===== src/rtl/sdcm_pkg.sv =====
package sdcm_pkg;

    typedef enum logic [3:0] {
        C_NOP, C_DESEL, C_HOLD, C_MRS, C_AREF, C_SREF,
        C_PRE, C_ACT, C_WR, C_RD, C_BST
    } cmd_e;

    typedef enum logic [1:0] {
        B_IDLE, B_ACTIVE, B_BURST, B_BURST_AP
    } bank_st_e;

    typedef enum logic [2:0] {
        E_NONE      = 3'd0,
        E_MRS_BUSY  = 3'd1,
        E_MRS_GAP   = 3'd2,
        E_REF_BUSY  = 3'd3,
        E_AP_BURST  = 3'd4,
        E_BANK_IDLE = 3'd5,
        E_BANK_OPEN = 3'd6
    } err_e;

endpackage


===== src/rtl/sdcm_cmd_decode.sv =====
module sdcm_cmd_decode
    import sdcm_pkg::*;
(
    input  logic       cke_prev,
    input  logic       cke_now,
    input  logic [3:0] cmd_n,
    output cmd_e       cmd
);
    always_comb begin
        if (!cke_prev) begin
            cmd = C_HOLD;
        end else if (cmd_n[3]) begin
            cmd = C_DESEL;
        end else begin
            unique case (cmd_n[2:0])
                3'b000:  cmd = C_MRS;
                3'b001:  cmd = cke_now ? C_AREF : C_SREF;
                3'b010:  cmd = C_PRE;
                3'b011:  cmd = C_ACT;
                3'b100:  cmd = C_WR;
                3'b101:  cmd = C_RD;
                3'b110:  cmd = C_BST;
                default: cmd = C_NOP;
            endcase
        end
    end
endmodule


===== src/rtl/sdcm_bank_fsm.sv =====
module sdcm_bank_fsm
    import sdcm_pkg::*;
(
    input  logic     clk,
    input  logic     rst_n,
    input  logic     go_act,
    input  logic     go_rw,
    input  logic     rw_ap,
    input  logic     go_pre,
    input  logic     go_fin,
    output bank_st_e state
);
    bank_st_e nxt;

    always_ff @(posedge clk) begin
        if (!rst_n) state <= B_IDLE;
        else        state <= nxt;
    end

    always_comb begin
        nxt = state;
        unique case (state)
            B_IDLE:     if (go_act) nxt = B_ACTIVE;
            B_ACTIVE:   if (go_pre) nxt = B_IDLE;
                        else if (go_rw) nxt = rw_ap ? B_BURST_AP : B_BURST;
            B_BURST:    if (go_pre) nxt = B_IDLE;
                        else if (go_rw) nxt = rw_ap ? B_BURST_AP : B_BURST;
                        else if (go_fin) nxt = B_ACTIVE;
            B_BURST_AP: if (go_pre || go_fin) nxt = B_IDLE;
            default:    nxt = B_IDLE;
        endcase
    end

    // the rule checker only opens a bank that is precharged
    a_r2_act_only_idle: assert property (@(posedge clk) disable iff (!rst_n)
        go_act |-> state == B_IDLE);

    // no new burst may land on a bank in an auto-precharge burst
    a_r6_no_rw_in_ap: assert property (@(posedge clk) disable iff (!rst_n)
        state == B_BURST_AP |-> !go_rw);
endmodule


===== src/rtl/sdcm_dqm_pipe.sv =====
module sdcm_dqm_pipe #(
    parameter int CAS_LAT     = 2,
    parameter int RD_MASK_LAT = 2
) (
    input  logic clk,
    input  logic rst_n,
    input  logic mask_in,
    input  logic beat_wr,
    input  logic beat_rd,
    output logic wr_mask,
    output logic rd_oe
);
    logic [CAS_LAT:0]     beat_sr;
    logic [RD_MASK_LAT:0] msk_sr;

    always_ff @(posedge clk) begin
        if (!rst_n) begin
            beat_sr <= '0;
            msk_sr  <= '0;
        end else begin
            beat_sr <= {beat_sr[CAS_LAT-1:0], beat_rd};
            msk_sr  <= {msk_sr[RD_MASK_LAT-1:0], mask_in};
        end
    end

    assign wr_mask = mask_in & beat_wr;
    assign rd_oe   = beat_sr[CAS_LAT] & ~msk_sr[RD_MASK_LAT];
endmodule


===== src/rtl/sdram_cmd_monitor.sv =====
module sdram_cmd_monitor
    import sdcm_pkg::*;
#(
    parameter int NUM_BANKS = 4,
    parameter int BURST_LEN = 4,
    parameter int CAS_LAT   = 2,
    parameter int MRS_GAP   = 2
) (
    input  logic       clk,
    input  logic       rst_n,
    input  logic       clk_en,
    input  logic [3:0] cmd_n,
    input  logic       mask_in,
    input  logic [1:0] bank_sel,
    input  logic       addr_ap,
    output logic       err_valid,
    output logic [2:0] err_code,
    output logic       wr_mask,
    output logic       rd_oe
);
    localparam int BANK_W = $clog2(NUM_BANKS);
    localparam int CNT_W  = $clog2(BURST_LEN);
    localparam int GAP_W  = $clog2(MRS_GAP + 1);

    cmd_e              cmd;
    err_e              code_now;
    bank_st_e          st [NUM_BANKS];
    logic              cke_q;
    logic [BANK_W-1:0] sel;
    logic [GAP_W-1:0]  gap_cnt;
    logic [CNT_W-1:0]  burst_cnt;
    logic              burst_wr, burst_ap;
    logic [BANK_W-1:0] burst_bank;
    logic              burst_on, all_idle, ok;
    logic              act_ok, rw_ok, wr_ok, rd_ok, pre_ok, bst_ok, mrs_ok;
    logic              pre_hits, cut, fin_any, beat_wr, beat_rd;
    logic [NUM_BANKS-1:0] go_act, go_rw, go_pre, go_fin, in_use, in_burst;

    sdcm_cmd_decode u_dec (
        .cke_prev (cke_q),
        .cke_now  (clk_en),
        .cmd_n    (cmd_n),
        .cmd      (cmd)
    );

    // {BA1,BA0}: 00->A, 10->B, 01->C, 11->D, so the index is the bit-reversed field
    always_comb begin
        for (int i = 0; i < BANK_W; i++) sel[i] = bank_sel[BANK_W-1-i];
    end

    always_comb begin
        all_idle = 1'b1;
        for (int b = 0; b < NUM_BANKS; b++)
            if (st[b] != B_IDLE) all_idle = 1'b0;
    end

    assign burst_on = (burst_cnt != '0);

    always_comb begin
        code_now = E_NONE;
        if (gap_cnt != '0 && !(cmd inside {C_NOP, C_DESEL, C_HOLD})) begin
            code_now = E_MRS_GAP;
        end else begin
            unique case (cmd)
                C_MRS:         if (!all_idle) code_now = E_MRS_BUSY;
                C_AREF, C_SREF: if (!all_idle) code_now = E_REF_BUSY;
                C_ACT:         if (st[sel] != B_IDLE) code_now = E_BANK_OPEN;
                C_RD, C_WR: begin
                    if (burst_on && burst_ap)  code_now = E_AP_BURST;
                    else if (st[sel] == B_IDLE) code_now = E_BANK_IDLE;
                end
                default:       code_now = E_NONE;
            endcase
        end
    end

    assign ok       = (code_now == E_NONE);
    assign act_ok   = ok && cmd == C_ACT;
    assign wr_ok    = ok && cmd == C_WR;
    assign rd_ok    = ok && cmd == C_RD;
    assign rw_ok    = wr_ok || rd_ok;
    assign pre_ok   = ok && cmd == C_PRE;
    assign bst_ok   = ok && cmd == C_BST;
    assign mrs_ok   = ok && cmd == C_MRS;
    assign pre_hits = pre_ok && burst_on && (addr_ap || sel == burst_bank);
    assign cut      = bst_ok || rw_ok || pre_hits;
    assign fin_any  = burst_on && (cut || burst_cnt == CNT_W'(1));
    assign beat_wr  = wr_ok || (burst_on && burst_wr && !cut);
    assign beat_rd  = rd_ok || (burst_on && !burst_wr && !cut);

    for (genvar g = 0; g < NUM_BANKS; g++) begin : g_bank
        assign go_act[g]   = act_ok && sel == BANK_W'(g);
        assign go_rw[g]    = rw_ok && sel == BANK_W'(g);
        assign go_pre[g]   = pre_ok && (addr_ap || sel == BANK_W'(g));
        assign go_fin[g]   = fin_any && burst_bank == BANK_W'(g);
        assign in_use[g]   = (st[g] != B_IDLE);
        assign in_burst[g] = (st[g] == B_BURST) || (st[g] == B_BURST_AP);

        sdcm_bank_fsm u_fsm (
            .clk    (clk),
            .rst_n  (rst_n),
            .go_act (go_act[g]),
            .go_rw  (go_rw[g]),
            .rw_ap  (addr_ap),
            .go_pre (go_pre[g]),
            .go_fin (go_fin[g]),
            .state  (st[g])
        );
    end

    always_ff @(posedge clk) begin
        if (!rst_n) begin
            cke_q      <= 1'b1;
            gap_cnt    <= '0;
            burst_cnt  <= '0;
            burst_wr   <= 1'b0;
            burst_ap   <= 1'b0;
            burst_bank <= '0;
            err_valid  <= 1'b0;
            err_code   <= E_NONE;
        end else begin
            cke_q     <= clk_en;
            err_valid <= !ok;
            err_code  <= code_now;
            if (mrs_ok)               gap_cnt <= GAP_W'(MRS_GAP);
            else if (gap_cnt != '0)   gap_cnt <= gap_cnt - 1'b1;
            if (rw_ok) begin
                burst_cnt  <= CNT_W'(BURST_LEN - 1);
                burst_wr   <= wr_ok;
                burst_ap   <= addr_ap;
                burst_bank <= sel;
            end else if (cut) begin
                burst_cnt  <= '0;
            end else if (burst_on) begin
                burst_cnt  <= burst_cnt - 1'b1;
            end
        end
    end

    sdcm_dqm_pipe #(.CAS_LAT(CAS_LAT), .RD_MASK_LAT(2)) u_dqm (
        .clk     (clk),
        .rst_n   (rst_n),
        .mask_in (mask_in),
        .beat_wr (beat_wr),
        .beat_rd (beat_rd),
        .wr_mask (wr_mask),
        .rd_oe   (rd_oe)
    );

    // the data bus carries at most one burst at a time
    a_r8_one_burst: assert property (@(posedge clk) disable iff (!rst_n)
        $onehot0(in_burst));

    // a precharge-all leaves no bank open
    a_r7_pre_all_closes: assert property (@(posedge clk) disable iff (!rst_n)
        (pre_ok && addr_ap) |=> (in_use == '0));

    // a reported error always names its rule
    a_r11_valid_has_code: assert property (@(posedge clk) disable iff (!rst_n)
        err_valid |-> err_code != 3'd0);

    // nothing but a quiet command is accepted right after a mode set
    a_r4_gap_after_mrs: assert property (@(posedge clk) disable iff (!rst_n)
        $past(mrs_ok) |-> (act_ok == 1'b0 && rw_ok == 1'b0 && pre_ok == 1'b0));
endmodule


===== config.mk =====
export PLATFORM = sky130hd
export DESIGN_NAME = sdram_cmd_monitor
export DESIGN_NICKNAME = d
export VERILOG_FILES = /design/src/rtl/sdcm_pkg.sv /design/src/rtl/sdcm_cmd_decode.sv /design/src/rtl/sdcm_bank_fsm.sv /design/src/rtl/sdcm_dqm_pipe.sv /design/src/rtl/sdram_cmd_monitor.sv
export SDC_FILE = /design/constraint.sdc
export NUM_CORES = 1
export LEC_CHECK = 0
export ABC_CLOCK_PERIOD_IN_PS = 2610
export BUFFER_PORTS_ARGS = -buffer_cell sky130_fd_sc_hd__buf_2
export CAP_MARGIN = 0
export CORE_ASPECT_RATIO = 1.1
export CORE_UTILIZATION = 30
export CTS_CLUSTER_SIZE = 10
export DETAILED_ROUTE_END_ITERATION = 16
export MAX_ROUTING_LAYER = met4
export PLACE_DENSITY = 0.48
export SYNTH_ARGS = -nofsm -noshare
export SYNTH_HDL_FRONTEND = slang
export SYNTH_SLANG_ARGS = --single-unit

===== constraint.sdc =====
create_clock -name clk -period 2.61 [get_ports clk]
set_input_delay 0.261 -clock clk [delete_from_list [all_inputs] [get_ports clk]]
set_output_delay 0.261 -clock clk [all_outputs]
set_load 0.03 [all_outputs]

# Word-level counts from Yosys, hierarchy flattened
# Index checks and enable logic that the tools add are counted.
totals:
  in_bits: 11
  elab_cells: 208
  register_bits: 27
  output_inout_bits: 6
classes:
  n_lt_le_gt_ge: 1
  n_mux: 56
  n_addsub: 2
  n_eq_ne: 52
  reduce_logical: 77
  bitwise: 5
op_table:
  columns: ["cell", "count"]
  rows:
  - ["$mux 2", 36]
  - ["$pmux 2 s4", 4]
  - ["$logic_and 1x1->1", 31]
  - ["$pmux 4 s7", 1]
  - ["$eq 2x2->1 const B", 12]
  - ["$eq 4x3->1 const B", 4]
  - ["$ne 2x1->1 const B", 8]
  - ["$ne 4x1->1 const B", 4]
  - ["$reduce_and 4->1", 4]
  - ["$reduce_bool 2->1", 8]
  - ["$logic_or 1x1->1", 15]
  - ["$eq 2x1->1 const B", 7]
  - ["$logic_not 2->1", 7]
  - ["$eq 4x4->1 const B", 3]
  - ["$mux 3", 4]
  - ["$ne 3x1->1 const B", 4]
  - ["$pmux 3 s4", 1]
  - ["$eq 3x3->1 const B", 3]
  - ["$eq 4x2->1 const B", 2]
  - ["$mux 4", 2]
  - ["$mux 1", 7]
  - ["$eq 3x2->1 const B", 2]
  - ["$logic_not 3->1", 2]
  - ["$reduce_bool 3->1", 2]
  - ["other kinds (12)", 20]

# Logic depth before layout (Yosys ltp)
logic_depth:
  ltp_word: 21
  ltp_mapped: 10
  depth_no_buf: 9

# Modules after synthesis
# Synthesis repeated with hierarchy kept, for this count alone.
hier_totals:
  hier_cells: 222
  hier_area_um2: 1876.8
modules_own_cells:
  columns: ["mod", "area_each_um2", "n_inst", "cells_per_inst", "seq_area_each_um2"]
  rows:
  - ["sdram_cmd_monitor", 1117.3, 1, 136, 260.2]
  - ["sdcm_bank_fsm", 127.6, 4, 15, 40.0]
  - ["sdcm_dqm_pipe", 170.2, 1, 14, 120.1]
  - ["sdcm_cmd_decode", 78.8, 1, 12, 0.0]

# Worst setup path after synthesis
# Ideal clock, no wire load.
synth_path:
  path_kind: "flip-flop to flip-flop"
  start: "register g_bank[3].u_fsm.state[0]"
  end: "register g_bank[0].u_fsm.state[0]"
  arrival_ns: 2.415
  stages_incl_launch_ff: 8
  setup_ns: 0.122
  period_less_slack_ns: 2.537
  path_buffers: 1
  t_required_ns: 2.488
  setup_slack_ns: 0.073
  path_cell_list: "dfxtp_1 -> buf_6 -> or2_0 -> mux4_2 -> a221o_1 -> a2111oi_4 -> a31oi_1 -> o311a_1"
synth_between:
  elab_chain_len: 19
  word_cells_on_any_way: 41
  classes_between: "eq/ne: 4; mux: 15; reduce/logical: 22"
synth_rtl:
  columns: ["element", "line_no", "text"]
  rows:
  - ["start: declaration", "sdcm_bank_fsm.sv:11", "output bank_st_e state"]
  - ["start signal: assignment", "sdcm_bank_fsm.sv:17", "else state <= nxt;"]
  - ["$bmux 2 s2", "sdram_cmd_monitor.sv:67, sdram_cmd_monitor.sv:70", null]
  - ["$mux 2 (implied by the code) (2 in a row)", "sdram_cmd_monitor.sv:67, sdram_cmd_monitor.sv:70", null]
  - ["$logic_not 2->1", "sdram_cmd_monitor.sv:70", "else if (st[sel] == B_IDLE) code_now = E_BANK_IDLE;"]
  - ["$mux 3", "sdram_cmd_monitor.sv:70", null]
  - ["$mux 3", "sdram_cmd_monitor.sv:69", "if (burst_on && burst_ap) code_now = E_AP_BURST;"]
  - ["$pmux 3 s4 (*)", "sdram_cmd_monitor.sv:64", "unique case (cmd)"]
  - ["$mux 3 (*)", "sdram_cmd_monitor.sv:61", "if (gap_cnt != '0 && !(cmd inside {C_NOP, C_DESEL, C_HOLD})) begin"]
  - ["$logic_not 3->1 (*)", "sdram_cmd_monitor.sv:77", "assign ok = (code_now == E_NONE);"]
  - ["[... 2 more ...]", null, null]
  - ["$logic_or 1x1->1 / $logic_and 1x1->1 (equally long branches)", "sdram_cmd_monitor.sv:86, sdram_cmd_monitor.sv:85", null]
  - ["$logic_or 1x1->1", "sdram_cmd_monitor.sv:86", "assign cut = bst_ok || rw_ok || pre_hits;"]
  - ["$logic_or 1x1->1", "sdram_cmd_monitor.sv:87", "assign fin_any = burst_on && (cut || burst_cnt == CNT_W'(1));"]
  - ["$logic_and 1x1->1", "sdram_cmd_monitor.sv:87", null]
  - ["$logic_and 1x1->1", "sdram_cmd_monitor.sv:95", "assign go_fin[g] = fin_any && burst_bank == BANK_W'(g);"]
  - ["$logic_or 1x1->1", "sdcm_bank_fsm.sv:29", "B_BURST_AP: if (go_pre || go_fin) nxt = B_IDLE;"]
  - ["$ne 2x1->1 (no line)", null, null]
  - ["$reduce_and 4->1 (no line)", null, null]
  - ["end signal: assignment", "sdcm_bank_fsm.sv:17", null]
  - ["end: declaration", "sdcm_bank_fsm.sv:11", null]
# Every way passes the cells marked *; elsewhere a longest branch is shown, timed or not. The select of a mux whose other input is x is not followed.
# A chain may end at the register's enable or synchronous reset.

# Worst setup path after layout
layout_path:
  start: "register g_bank[1].u_fsm.state[0]"
  end: "output port wr_mask"
layout_between:
  elab_chain_len: 17
  word_cells_on_any_way: 30
  classes_between: "mux: 13; bitwise: 1; reduce/logical: 16"
layout_rtl:
  columns: ["element", "line_no", "text"]
  rows:
  - ["start: declaration", "sdcm_bank_fsm.sv:11", null]
  - ["start signal: assignment", "sdcm_bank_fsm.sv:17", null]
  - ["$bmux 2 s2", "sdram_cmd_monitor.sv:67, sdram_cmd_monitor.sv:70", null]
  - ["$mux 2 (implied by the code) (2 in a row)", "sdram_cmd_monitor.sv:67, sdram_cmd_monitor.sv:70", null]
  - ["$logic_not 2->1", "sdram_cmd_monitor.sv:70", null]
  - ["$mux 3", "sdram_cmd_monitor.sv:70", null]
  - ["$mux 3", "sdram_cmd_monitor.sv:69", null]
  - ["$pmux 3 s4 (*)", "sdram_cmd_monitor.sv:64", null]
  - ["$mux 3 (*)", "sdram_cmd_monitor.sv:61", null]
  - ["$logic_not 3->1 (*)", "sdram_cmd_monitor.sv:77", null]
  - ["$logic_and 1x1->1, on equally long branches", "sdram_cmd_monitor.sv:79, sdram_cmd_monitor.sv:80, sdram_cmd_monitor.sv:82", null]
  - ["$logic_or 1x1->1 / $logic_and 1x1->1 (equally long branches)", "sdram_cmd_monitor.sv:81, sdram_cmd_monitor.sv:85", null]
  - ["$logic_or 1x1->1 / $logic_and 1x1->1 (equally long branches)", "sdram_cmd_monitor.sv:86, sdram_cmd_monitor.sv:85", null]
  - ["$logic_or 1x1->1", "sdram_cmd_monitor.sv:86", null]
  - ["$logic_not 1->1", "sdram_cmd_monitor.sv:88", "assign beat_wr = wr_ok || (burst_on && burst_wr && !cut);"]
  - ["$logic_and 1x1->1", "sdram_cmd_monitor.sv:88", null]
  - ["$logic_or 1x1->1 (*)", "sdram_cmd_monitor.sv:88", null]
  - ["$and 1x1->1 (*)", "sdcm_dqm_pipe.sv:26", "assign wr_mask = mask_in & beat_wr;"]
  - ["end: declaration", "sdram_cmd_monitor.sv:18", "output logic wr_mask,"]
# Marked as above.

==> run metrics <==
commonest non-fill, non-tap cell in the layout=nor2_1; max frequency=approximately 370 MHz; final setup vio count=3; setup slack, reg-to-reg=-0.04 ns; max cap viols=0; Worst Reg-to-Reg Cells=8; FF+latch count, synth=27; initial drt markers=around 160; clk_skew=0.01268 ns; vias per cell=approximately 5.2; CTS max path bufs=2; arrival time worst endpoint=roughly 2.4 ns; core footprint=5430 um^2; Tcrit/Tclk final=1.022; RSZ-0062 raised after global routing=yes; fin crit period=2.667 ns; Synth-to-Final Area Change=28.56%; PwrDens=~440 nW/um^2; CTS tree=built; DR WL met3=~180 um; clk root buf=clkbuf_8; mapped cell area=between 1500 and 2000 um^2; Avg Inst Size Synth=~7.6 um^2; TritonCTS buffer count=3; GPL Wtd Cong=about 0.9; net count after synthesis=236; non-filler cells, final=approximately 340; metal2 WL=2359 um; crit-path max cell delay=about 0.50 ns; grt ovf=0; clk_lat worst skew=0.28 ns; endpoints failing hold=0; antenna violations before repair=0; number of detailed-route iterations in the first pass=4; layout cells sized above 1=0.2863; normalized max-slew margin=0.5388; placed cell count=~330; max-slew violations=0; Hold WC Path Type=in2reg; CP Capture Type=output pin; Die Area=~6000 um^2; hold path start=clk_en; antenna-violating nets left=0; CP cell instances=buf_6, nor2_2, mux4_2, a211o_4, a211oi_2, nor2_1, a22oi_2, nor2b_1, buf_4; H-Tree Depth=1; worst path bufs/invs=2; most frequent cells in the layout=nor2_1 (27), buf_4 (25), nand2_1 (21); critical path's top delay family=compound AO/OA/AOI/OAI gates; RR Endpoint=g_bank[0].u_fsm.state[1]; Final WS setup=-0.05676 ns; clock slew at reported path FFs=roughly 0.11 ns; post-DP HPWL=roughly 3700 um; Avg WL per Cell=around 15 um; Ys Warns=0; leakage power=0.8562 nW; uppermost layer routed=met4; Post-synth EDFFs=0; M1 WL=2461 um; hold path endpoint=cke_q; Final Core Density=0.4035; CTS Sinks=27; RR Startpoint=g_bank[1].u_fsm.state[1]; row count=28; violated checks=setup timing; antenna diode count=0; critical path class=reg2out; post-synthesis sequential area ratio=0.3172; async set-or-reset flop fraction in the synthesized netlist=0; # DRC=0; # IOs=17; DIE WIDTH=approximately 74 um; CP Max Fanout=5; VDD IR max=between 200 and 250 uV; Critical Path RT=between 2 and 2.5 ns; Initial Utilization=0.3138; first-pass GRT wire length=7928 um; Die Y=81.05 um; Worst Tran Pin Value=roughly 0.7 ns; status=complete, but fails checks; GRT Overall Usage=0.1829; Worst setup SP type=flip-flop; Final #Nets=275; number of global-route vias before repair=approximately 1600; Post-Route WL=5087 um; port buffer count=16; Via Count=1757; Min-Delay Path Depth=2; Mapped Cells=224; ys flop type=dfxtp_1; setup TNS=-0.1115 ns; Worst path slowest cell=mux4_2; largest net degree at the start of global routing=18; Synth cell types=54
what timing repair did:
item | CTS | global route
hold buffers | 0 | 0
endpoints found under the setup margin | 4 | 5
buffers inserted | 6 | 1
pin swaps | 5 | 7
resized for setup | 24 | 4
through the flow:
stage	hold slack (ns)	area (um^2)	setup WS [ns]	total power [W]
after floorplan	0.3340	1704	0.07332	0.0006330
after global placement	0.4147	2002	0.02570	0.0007089
after detailed placement	0.4233	2002	-0.01988	0.0007062
after CTS	0.1688	2163	-0.05744	0.0009669
after global routing	0.1780	2191	-0.1614	0.001022
final	0.1713	2191	-0.05676	0.0009680
synthesized netlist by cell type, drive strengths merged (4+ instances only):
library cell  count  share of area
a21oi            21          0.064
a31oi             5          0.018
and2              8          0.029
clkbuf           12          0.026
dfxtp            27           0.32
inv              10          0.022
nand2            21          0.046
nand2b            4          0.015
nand3             4          0.012
nor2             31          0.068
nor2b             8          0.029
nor3              4          0.012
o21ai            12          0.035
or2               4          0.015
power by group:
group | internal, W | total, W | switching, W | leakage [nW]
registers | 0.000438 | 0.000450 | 0.0000122 | 0.223
logic | 0.000106 | 0.000261 | 0.000156 | 0.607
clock network | 0.000112 | 0.000256 | 0.000144 | 0.0261
worst max-delay path by stage:
stage | from | end | slack, ns | depth (start not counted)
final | g_bank[1].u_fsm.state[0] | wr_mask | -0.06 | 9
after global routing | g_bank[3].u_fsm.state[1] | g_bank[0].u_fsm.state[1] | -0.16 | 8
after CTS | g_bank[3].u_fsm.state[1] | wr_mask | -0.06 | 8
after detailed placement | g_bank[3].u_fsm.state[1] | g_bank[3].u_fsm.state[0] | -0.02 | 7
after global placement | g_bank[3].u_fsm.state[1] | g_bank[3].u_fsm.state[0] | 0.03 | 7
after floorplan | g_bank[3].u_fsm.state[0] | g_bank[0].u_fsm.state[0] | 0.07 | 7
area by class of cell:
| cell class | count | area (um^2) |
|---|---|---|
| timing repair buffer | 47 | 341.6 |
| fill | 576 | 3239 |
| clock inverter | 1 | 8.758 |
| clock buffer | 3 | 41.29 |
| sequential | 27 | 550.5 |
| multi-input combinational | 174 | 1117 |
| inverter | 10 | 37.54 |
| tap | 75 | 93.84 |
routing by layer:
layer | GRT usage | vias to the layer above
li1 | - | 884
met1 | 0.2468 | 821
met2 | 0.2826 | 44
met3 | 0.01861 | 8
met4 | 0.06538 | 0
met5 | - | -
flip-flops by register name (all words and copies together), names as in the netlist:
register,cells
err_valid,1
burst_wr,1
u_dqm.msk_sr,3
burst_ap,1
cke_q,1
err_code,3
burst_cnt,2
u_dqm.beat_sr,3
burst_bank,2
gap_cnt,2
g_bank.u_fsm.state,8
logic make-up after synthesis:
family	Yosys count	share of synthesized area
AOI/OAI and AO/OA	69	0.2834
DFF	27	0.3172
muxes	3	0.03230
adders and majority gates	1	0.007341
xor gates and xnor gates	5	0.02570
and+or+nand+nor	96	0.2790
buffers and inverters	23	0.05507
No activity file was read; power rests on OpenSTA's default activity.
